==> src/rtl/arb_pkg.sv <==
package arb_pkg;
  typedef enum logic [1:0] {
    MOOCH_OFF    = 2'd0,
    MOOCH_SINGLE = 2'd1,
    MOOCH_SPLIT  = 2'd2,
    MOOCH_RSVD   = 2'd3
  } mooch_e;
endpackage

==> src/rtl/slot_counter.sv <==
module slot_counter #(
  parameter int N = 16,
  localparam int SW = $clog2(N)
) (
  input  logic          clk,
  input  logic          rst,
  output logic [SW-1:0] slot,
  output logic          wrap
);
  localparam logic [SW-1:0] LAST = SW'(N - 1);

  assign wrap = (slot == LAST);

  always_ff @(posedge clk) begin
    if (rst)       slot <= '0;
    else if (wrap) slot <= '0;
    else           slot <= slot + 1'b1;
  end


  wrap_to_zero_chk: assert property (@(posedge clk) disable iff (rst)
    wrap |=> (slot == '0));
endmodule

==> src/rtl/cfg_shadow.sv <==
module cfg_shadow
  import arb_pkg::*;
#(
  parameter int HALF = 8
) (
  input  logic            clk,
  input  logic            rst,
  input  logic            we,
  input  logic            wrap,
  input  logic [HALF-1:0] pair_in,
  input  logic [HALF-1:0] shared_in,
  input  logic [1:0]      mooch_in,
  output logic [HALF-1:0] act_pair,
  output logic [HALF-1:0] act_shared,
  output mooch_e          act_mooch
);
  logic [HALF-1:0] stg_pair, stg_shared;
  mooch_e          stg_mooch;

  for (genvar p = 0; p < HALF; p++) begin : g_pair
    always_ff @(posedge clk) begin
      if (rst) begin
        stg_pair[p]   <= 1'b0;
        stg_shared[p] <= 1'b0;
        act_pair[p]   <= 1'b0;
        act_shared[p] <= 1'b0;
      end else begin
        if (we) begin
          stg_pair[p]   <= pair_in[p];
          stg_shared[p] <= shared_in[p];
        end
        if (wrap) begin
          act_pair[p]   <= stg_pair[p];
          act_shared[p] <= stg_shared[p];
        end
      end
    end
  end

  always_ff @(posedge clk) begin
    if (rst) begin
      stg_mooch <= MOOCH_OFF;
      act_mooch <= MOOCH_OFF;
    end else begin
      if (we)   stg_mooch <= mooch_e'(mooch_in);
      if (wrap) act_mooch <= stg_mooch;
    end
  end


  cfg_wrap_only_chk: assert property (@(posedge clk) disable iff (rst)
    ((act_pair != $past(act_pair)) || (act_mooch != $past(act_mooch))) |-> $past(wrap));
endmodule

==> src/rtl/slot_resolver.sv <==
module slot_resolver
  import arb_pkg::*;
#(
  parameter int N = 16,
  localparam int SW = $clog2(N),
  localparam int HALF = N / 2
) (
  input  logic [SW-1:0]   slot,
  input  logic [N-1:0]    req,
  input  logic [HALF-1:0] pair_en,
  input  logic [HALF-1:0] shared,
  input  mooch_e          mooch,
  output logic            win_valid,
  output logic [SW-1:0]   win_idx
);
  localparam logic [SW-1:0] UPPER_BASE = SW'(HALF);

  logic [SW-2:0] pidx;
  logic [SW-1:0] lo, hi, borrower;
  logic          borrow_ok;

  always_comb begin
    pidx      = slot[SW-2:0];
    lo        = {1'b0, pidx};
    hi        = {1'b1, pidx};
    borrower  = ((mooch == MOOCH_SPLIT) && slot[0]) ? UPPER_BASE : '0;
    borrow_ok = ((mooch == MOOCH_SINGLE) || (mooch == MOOCH_SPLIT)) && !pair_en[0];
    win_valid = 1'b0;
    win_idx   = '0;
    if (pair_en[pidx]) begin
      if (req[lo]) begin
        win_valid = 1'b1;
        win_idx   = lo;
      end else if (shared[pidx] && req[hi]) begin
        win_valid = 1'b1;
        win_idx   = hi;
      end
    end else if (req[slot]) begin
      win_valid = 1'b1;
      win_idx   = slot;
    end else if (borrow_ok && req[borrower]) begin
      win_valid = 1'b1;
      win_idx   = borrower;
    end
  end
endmodule

==> src/rtl/pair_slot_arbiter.sv <==
module pair_slot_arbiter
  import arb_pkg::*;
#(
  parameter int N = 16,
  localparam int SW = $clog2(N),
  localparam int HALF = N / 2
) (
  input  logic            clk,
  input  logic            rst,
  input  logic [N-1:0]    core_req,
  input  logic            cfg_we,
  input  logic [HALF-1:0] cfg_pair_en,
  input  logic [HALF-1:0] cfg_pair_shared,
  input  logic [1:0]      cfg_mooch,
  output logic [N-1:0]    grant_vec,
  output logic [SW-1:0]   grant_idx,
  output logic            grant_valid
);
  logic [SW-1:0]   slot, win_idx;
  logic            wrap, win_valid;
  logic [HALF-1:0] act_pair, act_shared;
  mooch_e          act_mooch;

  slot_counter #(.N(N)) u_cnt (
    .clk(clk), .rst(rst), .slot(slot), .wrap(wrap));

  cfg_shadow #(.HALF(HALF)) u_cfg (
    .clk(clk), .rst(rst), .we(cfg_we), .wrap(wrap),
    .pair_in(cfg_pair_en), .shared_in(cfg_pair_shared), .mooch_in(cfg_mooch),
    .act_pair(act_pair), .act_shared(act_shared), .act_mooch(act_mooch));

  slot_resolver #(.N(N)) u_res (
    .slot(slot), .req(core_req), .pair_en(act_pair), .shared(act_shared),
    .mooch(act_mooch), .win_valid(win_valid), .win_idx(win_idx));

  always_ff @(posedge clk) begin
    if (rst) begin
      grant_valid <= 1'b0;
      grant_idx   <= '0;
      grant_vec   <= '0;
    end else begin
      grant_valid <= win_valid;
      grant_idx   <= win_idx;
      grant_vec   <= win_valid ? (N'(1) << win_idx) : '0;
    end
  end

  // Registered view of the conditions each grant was decided under
  logic [N-1:0]    req_d;
  logic [SW-1:0]   slot_d;
  logic [HALF-1:0] pair_d, shared_d;

  always_ff @(posedge clk) begin
    if (rst) begin
      req_d    <= '0;
      slot_d   <= '0;
      pair_d   <= '0;
      shared_d <= '0;
    end else begin
      req_d    <= core_req;
      slot_d   <= slot;
      pair_d   <= act_pair;
      shared_d <= act_shared;
    end
  end


  one_grant_chk: assert property (@(posedge clk) disable iff (rst)
    $onehot0(grant_vec));


  grant_had_req_chk: assert property (@(posedge clk) disable iff (rst)
    grant_valid |-> req_d[grant_idx]);


  own_slot_chk: assert property (@(posedge clk) disable iff (rst)
    (req_d[slot_d] && !pair_d[slot_d[SW-2:0]]) |-> (grant_valid && grant_idx == slot_d));


  partner_silent_chk: assert property (@(posedge clk) disable iff (rst)
    (grant_valid && grant_idx[SW-1]) |->
      !(pair_d[grant_idx[SW-2:0]] && !shared_d[grant_idx[SW-2:0]]));
endmodule

==> config.mk <==
export PLATFORM = sky130hd
export DESIGN_NAME = pair_slot_arbiter
export DESIGN_NICKNAME = d
export VERILOG_FILES = /design/src/rtl/arb_pkg.sv /design/src/rtl/slot_counter.sv /design/src/rtl/cfg_shadow.sv /design/src/rtl/slot_resolver.sv /design/src/rtl/pair_slot_arbiter.sv
export SDC_FILE = /design/constraint.sdc
export NUM_CORES = 1
export LEC_CHECK = 0
export ABC_AREA = 1
export CAP_MARGIN = 25
export CORE_UTILIZATION = 49
export DETAILED_ROUTE_END_ITERATION = 6
export PLACE_DENSITY = 0.85
export RECOVER_POWER = 25
export SYNTH_ARGS = -nofsm -noshare
export SYNTH_HDL_FRONTEND = slang
export SYNTH_SLANG_ARGS = --single-unit
==> constraint.sdc <==
create_clock -name clk -period 1.96 [get_ports clk]
set_clock_uncertainty 0.05 [all_clocks]
set_input_delay 0.588 -clock clk [delete_from_list [all_inputs] [get_ports clk]]
set_output_delay 0.588 -clock clk [all_outputs]
set_load 0.03 [all_outputs]
==> results of run 1 <==
## what timing repair did
item	in CTS	in global routing
hold buffers	0	0
pin swaps	0	5
endpoints found under the setup margin	14	25
resized for setup	14	27
## how the worst max path moves through the flow
stage                             start       endpoint  slack (ns)  cells past startpoint
after floorplan           u_cnt.slot[0]  grant_vec[10]        0.38                     12
after detailed placement    core_req[8]  grant_vec[10]       -0.38                     12
after global placement      core_req[8]   grant_vec[1]       -0.30                     12
final                       core_req[9]  grant_vec[15]        0.03                     13
after CTS                 grant_vec[15]  grant_vec[15]      0.0005                      1
after global routing        core_req[9]   grant_vec[7]       -0.07                     13
## power by group
| group | internal [mW] | switching, mW | total [mW] |
|---|---|---|---|
| Sequential | 1.29 | 0.0195 | 1.31 |
| Combinational | 0.217 | 0.300 | 0.516 |
| Clock | 0.853 | 0.521 | 1.37 |
## registers in the layout, indices dropped and copies added, names as in the netlist
| register | count |
|---|---|
| u_cfg.act_shared | 8 |
| u_cfg.stg_shared | 8 |
| grant_vec | 16 |
| u_cfg.stg_pair | 8 |
| grant_valid | 1 |
| grant_idx | 4 |
| u_cfg.stg_mooch | 2 |
| u_cnt.slot | 4 |
| u_cfg.act_pair | 8 |
| u_cfg.act_mooch | 2 |
## per-layer routing
metal	global-route usage (%)	vias up
li1	-	1250
met2	41.5	71
met1	25.9	1059
met4	12.0	0
met3	7.96	10
met5	0	-
## kinds of logic (layout without fill, tap and decap cells)
family | Yosys count | after routing
AND/OR/NAND/NOR | 174 | 174
adder cells (fa/ha/maj) | 2 | 2
AO/OA/AOI/OAI | 59 | 59
flip-flops | 61 | 61
buffers and inverters | 57 | 129
XOR/XNOR | 1 | 1
## layout by cell type, fill, tap and decap left out, drive strengths merged
| master | Yosys | final |
|---|---|---|
| inv | 41 | 43 |
| nand3 | 31 | 31 |
| dlygate4sd2 | 0 | 13 |
| clkinv | 1 | 3 |
| buf | 5 | 14 |
| nand4 | 3 | 3 |
| and2 | 1 | 1 |
| nor2 | 64 | 64 |
| bufinv | 0 | 3 |
| xnor2 | 1 | 1 |
| a21oi | 20 | 20 |
| clkbuf | 10 | 9 |
| o21ai | 37 | 37 |
| ha | 2 | 2 |
| nand2 | 75 | 75 |
| dlymetal6s2s | 0 | 9 |
| o211ai | 2 | 2 |
| clkdlybuf4s50 | 0 | 35 |
| dfxtp | 61 | 61 |
## per-stage QoR
step / cells / instance area (sq um) / total power, mW / setup WS (ns) / hold WS, ns
2_1_floorplan: 354 / 2520 / 1.61 / 0.377 / 0.374
3_3_place_gp: 477 / 3240 / 1.80 / -0.304 / 0.382
3_5_place_dp: 477 / 3240 / 1.81 / -0.379 / 0.386
4_1_cts: 493 / 3470 / 3.17 / 0.000519 / 0.396
5_1_grt: 493 / 3570 / 3.33 / -0.0699 / 0.409
6_report: 493 / 3570 / 3.20 / 0.0282 / 0.397
## cell type report
| cell class | count | area (sq um) |
|---|---|---|
| flip-flops and latches | 61 | 1220 |
| clock inverters | 7 | 121 |
| multi-input cells | 236 | 1140 |
| inverters | 42 | 160 |
| repair buffers | 71 | 719 |
| well taps | 67 | 83.8 |
| clock buffers | 9 | 124 |
| fillers | 378 | 1240 |
## worst min-delay path, cell delays in order, from the launching register on
cell and delay (ns):
dfxtp_1 0.31, inv_1 0.05, a21oi_1 0.05
==> reports/metrics.cfg, run 1 <==
[run_status]
status=finished, final reports clean

[route]
drc_errors=0
via_per_inst=4.85
met1Wirelength_um=2420
dr_wl_met3_um=333
first_pass_iters=4
drtIter0Drc=138
wl_per_cell_um=11.9
routed_wl_um=5890
top_layer=met4
wl_met2_um=3030
num_vias=2390
ant_nets=0

[synth]
synth_top_area_cell=dfxtp_1
synthFlopType=dfxtp_1
ys_ff_latch=61
yosysUniqueCellTypes=22
synth_area_leaders=dfxtp_1 (49%), nand2_1 (11%), nor2_1 (9.4%)
synth-xor-area-share_pct=0.348
syn_nets=393
synth_top_family_by_area=simple AND/OR/NAND/NOR gates
synth_compound_area_share_pct=12.1
synth_common_cells=nand2_1 (72), nor2_1 (63), dfxtp_1 (61)
yosysMostFrequentCell=nand2_1
syn_avg_cell_area_sq_um=7.11
synth_warnings=0
synthMuxAreaShare_pct=0
synthAdderAreaFrac_pct=0.994
synth-simple-area-share_pct=28.9
synth_top_area_share_pct=48.5
netlist_area_sq_um=2520
synth_cells=354
synth_edf_count=0
ys_seq_area_share_pct=48.5
ys_async_sr_fraction_pct=0

[global_route]
grt_max_degree=38
grt_overflow_total=0
grt_pass1_vias=2277
grt_pass1_wl_um=9690
antenna_found_initial=0
groute.usage.overall_pct=23.9

[critical_path]
reg2reg_depth=11
cp.arrival_ns=2.16
required_ns=2.19
crit_slowest_cell=clkdlybuf4s50_1
crit_family=simple AND/OR/NAND/NOR gates
crit_top_cell=nand2_1
worst_setup_path_end_kind=flop
crit_buf_inv=2
reg2reg_to=grant_vec[12]
startpoint_type=primary input
timing.setup.critical_path_class=in2reg
path_cells=clkdlybuf4s50_1, inv_1, nand2_1, nand3_1, nand2_1, nand2_1, nand2_1, nand2_2, nand2_4, nand2_1, nor2_2, nand2_1, nor2_1
path_max_fanout=4
slowest_delay_ns=0.46
r2r_setup_slack_ns=0.12
r2r-start=u_cnt.slot[0]

[finish]
drive_above_1_share_pct=12.2
utilization_pct=74.2
area_growth_pct=41.9
diodes=0
final_nets=460

[timing]
max_freq_ghz=0.518
slew_headroom_pct=78.7
drv_slew=0
finalCritPeriodShare_pct=98.6
final-setup-viol-count=0
worstMarginPinSlew_ns=0.319
hold_violations=0
fin_crit_ns=1.93
rsz0062_at_grt=yes
tns_ns=0

[power]
powerDensity_nw_per_um2=895
ir_worst_vdd_mv=0.562
leakagePower_nw=1.74

[floorplan]
dieArea_sq_um=5430
start_util_pct=52.3
core_area_sq_um=4820
num_rows=25
io_pins=58
die_w_um=73.7
die_y_um=73.7

[run]
maxCapViolations=0

[min_path]
hp-start=u_cfg.act_pair[5]
hold_depth=2
holdPathEnd=u_cfg.act_pair[5]
min_path_type=reg2reg

[clock_network]
cts_tree=yes
cts_sinks=61
clock_latency_ns=0.35
cts_setup_buffers=0
clockBufferDepth=2
clk_pin_slew_worst_paths_ns=0.07
htree_levels=3
cts-root-buf=clkbuf_8
cts_buffers=9

[placed_design]
io_buffers=57
dp_hpwl_um=3880
gp_congestion=0.946

(Power assumes the default switching activity.)
==> run 2, diff against run 1 <==
- GPL_TIMING_DRIVEN: not set -> 0
==> reports/metrics.cfg, run 2 (synthesis results as in run 1) <==
[run_status]
status=finished, final reports clean  ; unchanged

[floorplan]
core_area_sq_um=4820  ; unchanged
io_pins=58  ; unchanged
num_rows=25  ; unchanged
start_util_pct=52.3  ; unchanged
dieArea_sq_um=5430  ; unchanged
die_y_um=73.7  ; unchanged
die_w_um=73.7  ; unchanged

[finish]
layout.cells.most_common=nand2_1  ; unchanged
finalNonFillerCells=493  ; unchanged
largest_register_ffs=16  ; unchanged
regMostFlops=grant_vec  ; unchanged
multiInputGateArea_sq_um=1190  ; was 1140 sq um
utilization_pct=71.0  ; was 74.2%
final_nets=460  ; unchanged
drive_above_1_share_pct=13.1  ; was 12.2%
seq_area_sq_um=1220  ; about the same
diodes=0  ; unchanged
area_growth_pct=35.9  ; was 41.9%
layout_common_cells=nand2_1 (64), dfxtp_1 (60), nor2_1 (58)  ; was nand2_1 (68), dfxtp_1 (61), nor2_1 (60)
fillers=405  ; was 378

[route]
via_per_inst=5.01  ; was 4.85
ant_nets=0  ; unchanged
wl_per_cell_um=12.7  ; was 11.9 um
first_pass_iters=4  ; unchanged
num_vias=2472  ; was 2390
drtIter0Drc=200  ; was 138
routed_wl_um=6260  ; was 5890 um
drc_errors=0  ; unchanged

[critical_path]
worst_setup_path_end_kind=flop  ; unchanged
r2r-start=u_cnt.slot[1]  ; was u_cnt.slot[0]
required_ns=2.18  ; was 2.19 ns
path_max_fanout=4  ; unchanged
startpoint_type=primary input  ; unchanged
cp.arrival_ns=2.16  ; about the same
crit_start=core_req[0]  ; was core_req[9]
timing.setup.critical_path_class=in2reg  ; unchanged

[global_route]
groute.usage.overall_pct=24.1  ; was 23.9%
grt_pass1_wl_um=9940  ; was 9690 um
grt_overflow_total=0  ; unchanged
antenna_found_initial=0  ; unchanged
grt_max_degree=11  ; was 38
grt_pass1_vias=2390  ; was 2277

[clock_network]
cts-root-buf=clkbuf_8  ; unchanged
cts_tree=yes  ; unchanged
clock_latency_ns=0.34  ; was 0.35 ns
cts_sinks=61  ; unchanged
htree_levels=3  ; unchanged
cts_buffers=9  ; unchanged
clk_pin_slew_worst_paths_ns=0.07  ; about the same
clockBufferDepth=2  ; unchanged

[timing]
setup_ws_ns=0.0282  ; about the same
rsz0062_at_grt=yes  ; unchanged
finalCritPeriodShare_pct=98.6  ; about the same
drv_slew=0  ; unchanged
slew_headroom_pct=72.8  ; was 78.7%
final-setup-viol-count=0  ; unchanged
worstMarginPinSlew_ns=0.408  ; was 0.319 ns
max_freq_ghz=0.518  ; about the same
hold_ws_ns=0.395  ; was 0.397 ns
tns_ns=0  ; unchanged
hold_violations=0  ; unchanged
fin_crit_ns=1.93  ; about the same

[placed_design]
io_buffers=56  ; was 57
preCtsSetupSlack_ns=-0.412  ; was -0.379 ns
gp_congestion=0.895  ; was 0.946
dp_hpwl_um=3970  ; was 3880 um
dp_cells=477  ; unchanged

[power]
leakagePower_nw=1.47  ; was 1.74 nW
ir_worst_vdd_mv=0.591  ; was 0.562 mV
powerDensity_nw_per_um2=928  ; was 895 nW/um^2

[min_path]
min_path_type=reg2reg  ; unchanged
hp-start=u_cfg.act_pair[6]  ; was u_cfg.act_pair[5]

[run]
maxCapViolations=0  ; unchanged

[run 2: worst max-delay path, cell delays in order]
cell             delay [ns]
clkdlybuf4s50_1        0.45
inv_1                  0.05
nand2_1                0.09
nand3_2                0.10
nand3_2                0.15
nand3_4                0.11
nand3_2                0.15
nand3_2                0.12
nor2_4                 0.16
nand2_2                0.08
nor2_2                 0.09
[run 2: per-layer routing]
layer	wire length (um)	GRT usage, %	up-vias
met4	190	12.6	0
met2	3120	40.1	102
met1	2600	28.0	1099
li1	-	-	1250
met3	346	7.27	21
met5	0	0	-
[run 2: per-stage QoR]
step / cell area [sq um] / total power [mW]
final: 3420 / 3.17
after global routing: 3420 / 3.30
after CTS: 3400 / 3.12
after detailed placement: 3160 / 1.78
after global placement: 3160 / 1.77
after floorplan: 2520 / 1.61
[run 2: what timing repair did]
action / in CTS / in global routing
pin swaps: 0 / 7
hold buffers: 0 / 0
buffers inserted: 0 / 0
gates resized for setup: 5 / 55
endpoints found under the setup margin: 11 / 40
gates cloned: 0 / 0
[run 2: final cells by class]
cell class                 instances  area share [%]
sequential                        61            35.7
clock buffer                      12            4.24
tap                               67            2.45
timing repair buffer              56            13.1
buffer                            15            2.30
inverter                          42            4.68
multi-input combinational        236            34.8
clock inverter                     4            2.78
[run 2: report_power, final]
part	switching (mW)	leakage, nW	internal (mW)	total, mW
clock	0.481	0.121	0.879	1.36
combinational	0.311	0.855	0.189	0.500
sequential	0.0248	0.498	1.29	1.31
total	0.817	1.47	2.36	3.17
[run 2: final timing paths]
check	to	slack, ns	cells after the start
min	u_cfg.act_pair[6]	0.39	2
max	grant_vec[13]	0.03	11
max reg2reg	grant_vec[13]	0.07	11
min reg2reg	u_cfg.act_pair[6]	0.39	2
==> run 3, diff against run 2 <==
- clock period: 1.96 -> 1.8 ns (I/O delays scaled with it)
==> reports/metrics.cfg, run 3 (synthesis results as in run 1) <==
[route]
via_per_inst=5.08  ; was 5.01
ant_nets=0  ; unchanged
wl_per_cell_um=13.3  ; was 12.7 um
drtIter0Drc=200  ; unchanged
drc_errors=0  ; unchanged
first_pass_iters=5  ; was 4
num_vias=2505  ; was 2472
routed_wl_um=6560  ; was 6260 um

[placed_design]
dp_hpwl_um=3970  ; unchanged
preCtsSetupSlack_ns=-0.524  ; was -0.412 ns
gp_congestion=0.895  ; unchanged
placed_area_sq_um=3160  ; unchanged
io_buffers=56  ; unchanged
dp_cells=477  ; unchanged

[timing]
fin_crit_ns=1.87
worstMarginPinSlew_ns=0.418  ; was 0.408 ns
max_freq_ghz=0.536
slew_headroom_pct=72.1  ; was 72.8%
final-setup-viol-count=10  ; was 0
hold_ws_ns=0.399  ; was 0.395 ns
drv_slew=0  ; unchanged
rsz0062_at_grt=yes  ; unchanged
hold_violations=0  ; unchanged
setup_ws_ns=-0.0673  ; was 0.0282 ns
finalCritPeriodShare_pct=104

[finish]
largest_register_ffs=16  ; unchanged
diodes=0  ; unchanged
utilization_pct=75.9  ; was 71.0%
regMostFlops=grant_vec  ; unchanged
fillers=371  ; was 405
finalNonFillerCells=493  ; unchanged
multiInputGateArea_sq_um=1300  ; was 1190 sq um
drive_above_1_share_pct=17.1  ; was 13.1%
seq_area_sq_um=1230  ; was 1220 sq um
final_nets=460  ; unchanged
layout.cells.most_common=dfxtp_1  ; was nand2_1
area_growth_pct=45.2  ; was 35.9%
final_area_sq_um=3660  ; was 3420 sq um
layout_common_cells=dfxtp_1 (59), nor2_1 (58), nand2_1 (55)  ; was nand2_1 (64), dfxtp_1 (60), nor2_1 (58)

[min_path]
min_path_type=reg2reg  ; unchanged

[power]
intPower_mw=2.60  ; was 2.36 mW
power_frac_clock_pct=42.0  ; was 42.8%
p_sw_share_pct=26.4  ; was 25.7%
leakagePower_nw=1.68  ; was 1.47 nW
ir_worst_vdd_mv=0.662  ; was 0.591 mV
p_switching_mw=0.931  ; was 0.817 mW
powerDensity_nw_per_um2=965  ; was 928 nW/um^2
pwr-share-comb_pct=17.4  ; was 15.8%
sequentialPowerShare_pct=40.6  ; was 41.4%

[clock_network]
clk_pin_slew_worst_paths_ns=0.06  ; was 0.07 ns
holdBufCountCts=0  ; unchanged
cts_tree=yes  ; unchanged
cts_sinks=61  ; unchanged
cts_buffers=9  ; unchanged
clock_latency_ns=0.34  ; about the same
cts-root-buf=clkbuf_8  ; unchanged
clockBufferDepth=2  ; unchanged
htree_levels=3  ; unchanged

[run]
maxCapViolations=0  ; unchanged

[floorplan]
num_rows=25  ; unchanged
dieArea_sq_um=5430  ; unchanged
start_util_pct=52.3  ; unchanged
die_y_um=73.7  ; unchanged
io_pins=58  ; unchanged
core_area_sq_um=4820  ; unchanged
die_w_um=73.7  ; unchanged

[critical_path]
r2r-start=u_cnt.slot[0]  ; was u_cnt.slot[1]
cp.arrival_ns=2.09  ; was 2.16 ns
timing.setup.critical_path_class=in2reg  ; unchanged
reg2reg_to=grant_vec[1]  ; was grant_vec[13]
required_ns=2.02  ; was 2.18 ns
worst_setup_path_end_kind=flop  ; unchanged
r2r_setup_slack_ns=-0.03  ; was 0.07 ns
startpoint_type=primary input  ; unchanged
crit_start=core_req[0]  ; unchanged
cp-endpoint=grant_vec[1]  ; was grant_vec[13]
path_max_fanout=4  ; unchanged
reg2reg_depth=13  ; was 11

[global_route]
grt_pass1_wl_um=10100  ; was 9940 um
grt_overflow_total=0  ; unchanged
antenna_found_initial=0  ; unchanged
grt_max_degree=12  ; was 11
grt_pass1_vias=2371  ; was 2390
groute.usage.overall_pct=24.8  ; was 24.1%

[run_status]
violations=negative setup slack
status=complete, but fails checks  ; was finished, final reports clean

-- run 3: stage by stage --
stage | total power, mW | setup TNS (ns)
floorplan | 1.76 | 0
global placement | 1.92 | -16.38
detailed placement | 1.94 | -17.78
CTS | 3.41 | -0.0287
global route | 3.66 | -1.46
finish | 3.53 | -0.348
-- run 3: worst min-delay path by stage --
stage                            startpoint                end  slack, ns  cells past startpoint
final                     u_cfg.act_pair[1]  u_cfg.act_pair[1]       0.40                      2
after global routing      u_cfg.act_pair[5]  u_cfg.act_pair[5]       0.42                      2
after CTS                 u_cfg.act_pair[1]  u_cfg.act_pair[1]       0.40                      2
after detailed placement  u_cfg.act_pair[1]  u_cfg.act_pair[1]       0.39                      2
after global placement    u_cfg.act_pair[1]  u_cfg.act_pair[1]       0.38                      2
after floorplan           u_cfg.act_pair[6]  u_cfg.act_pair[6]       0.37                      2
-- run 3: timing repair --
item                       4_1_cts  5_1_grt
setup buffers                    0        1
gates resized for setup         34       65
pin swaps                        3       26
setup endpoints to repair       59       50
-- run 3: critical path, cell delays in order --
cell             delay [ns]
clkdlybuf4s50_1        0.47
inv_1                  0.07
nand2_2                0.08
nand3_4                0.10
nand2_2                0.09
nand2_2                0.05
nand2_2                0.09
nor2_4                 0.05
nand2_4                0.10
nand3_2                0.12
nor2_4                 0.14
nand2_2                0.09
nor2_1                 0.11
-- run 3: metal layers --
layer / share of wire (%) / GRT usage [%] / vias up
met2: 50 / 40.7 / 112
met5: 0 / 0 / -
met4: 3.3 / 13.7 / 0
li1: - / - / 1251
met1: 41 / 28.9 / 1113
met3: 6.2 / 7.27 / 29
-- run 3: layout make-up --
cell class / count / area share, %
Multi-Input combinational cell: 236 / 35.5
Sequential cell: 61 / 33.5
Timing Repair Buffer: 57 / 15.2
Inverter: 42 / 4.52
Clock buffer: 12 / 3.97
Clock inverter: 4 / 2.60
Buffer: 14 / 2.40
Tap cell: 67 / 2.29
-- run 3: power by group through the flow --
stage	clock network (mW)	logic (mW)	registers [mW]
3_3_place_gp	0	0.468	1.46
5_1_grt	1.55	0.668	1.44
4_1_cts	1.48	0.497	1.43
6_report	1.48	0.613	1.43
3_5_place_dp	0	0.481	1.46
2_1_floorplan	0	0.262	1.49
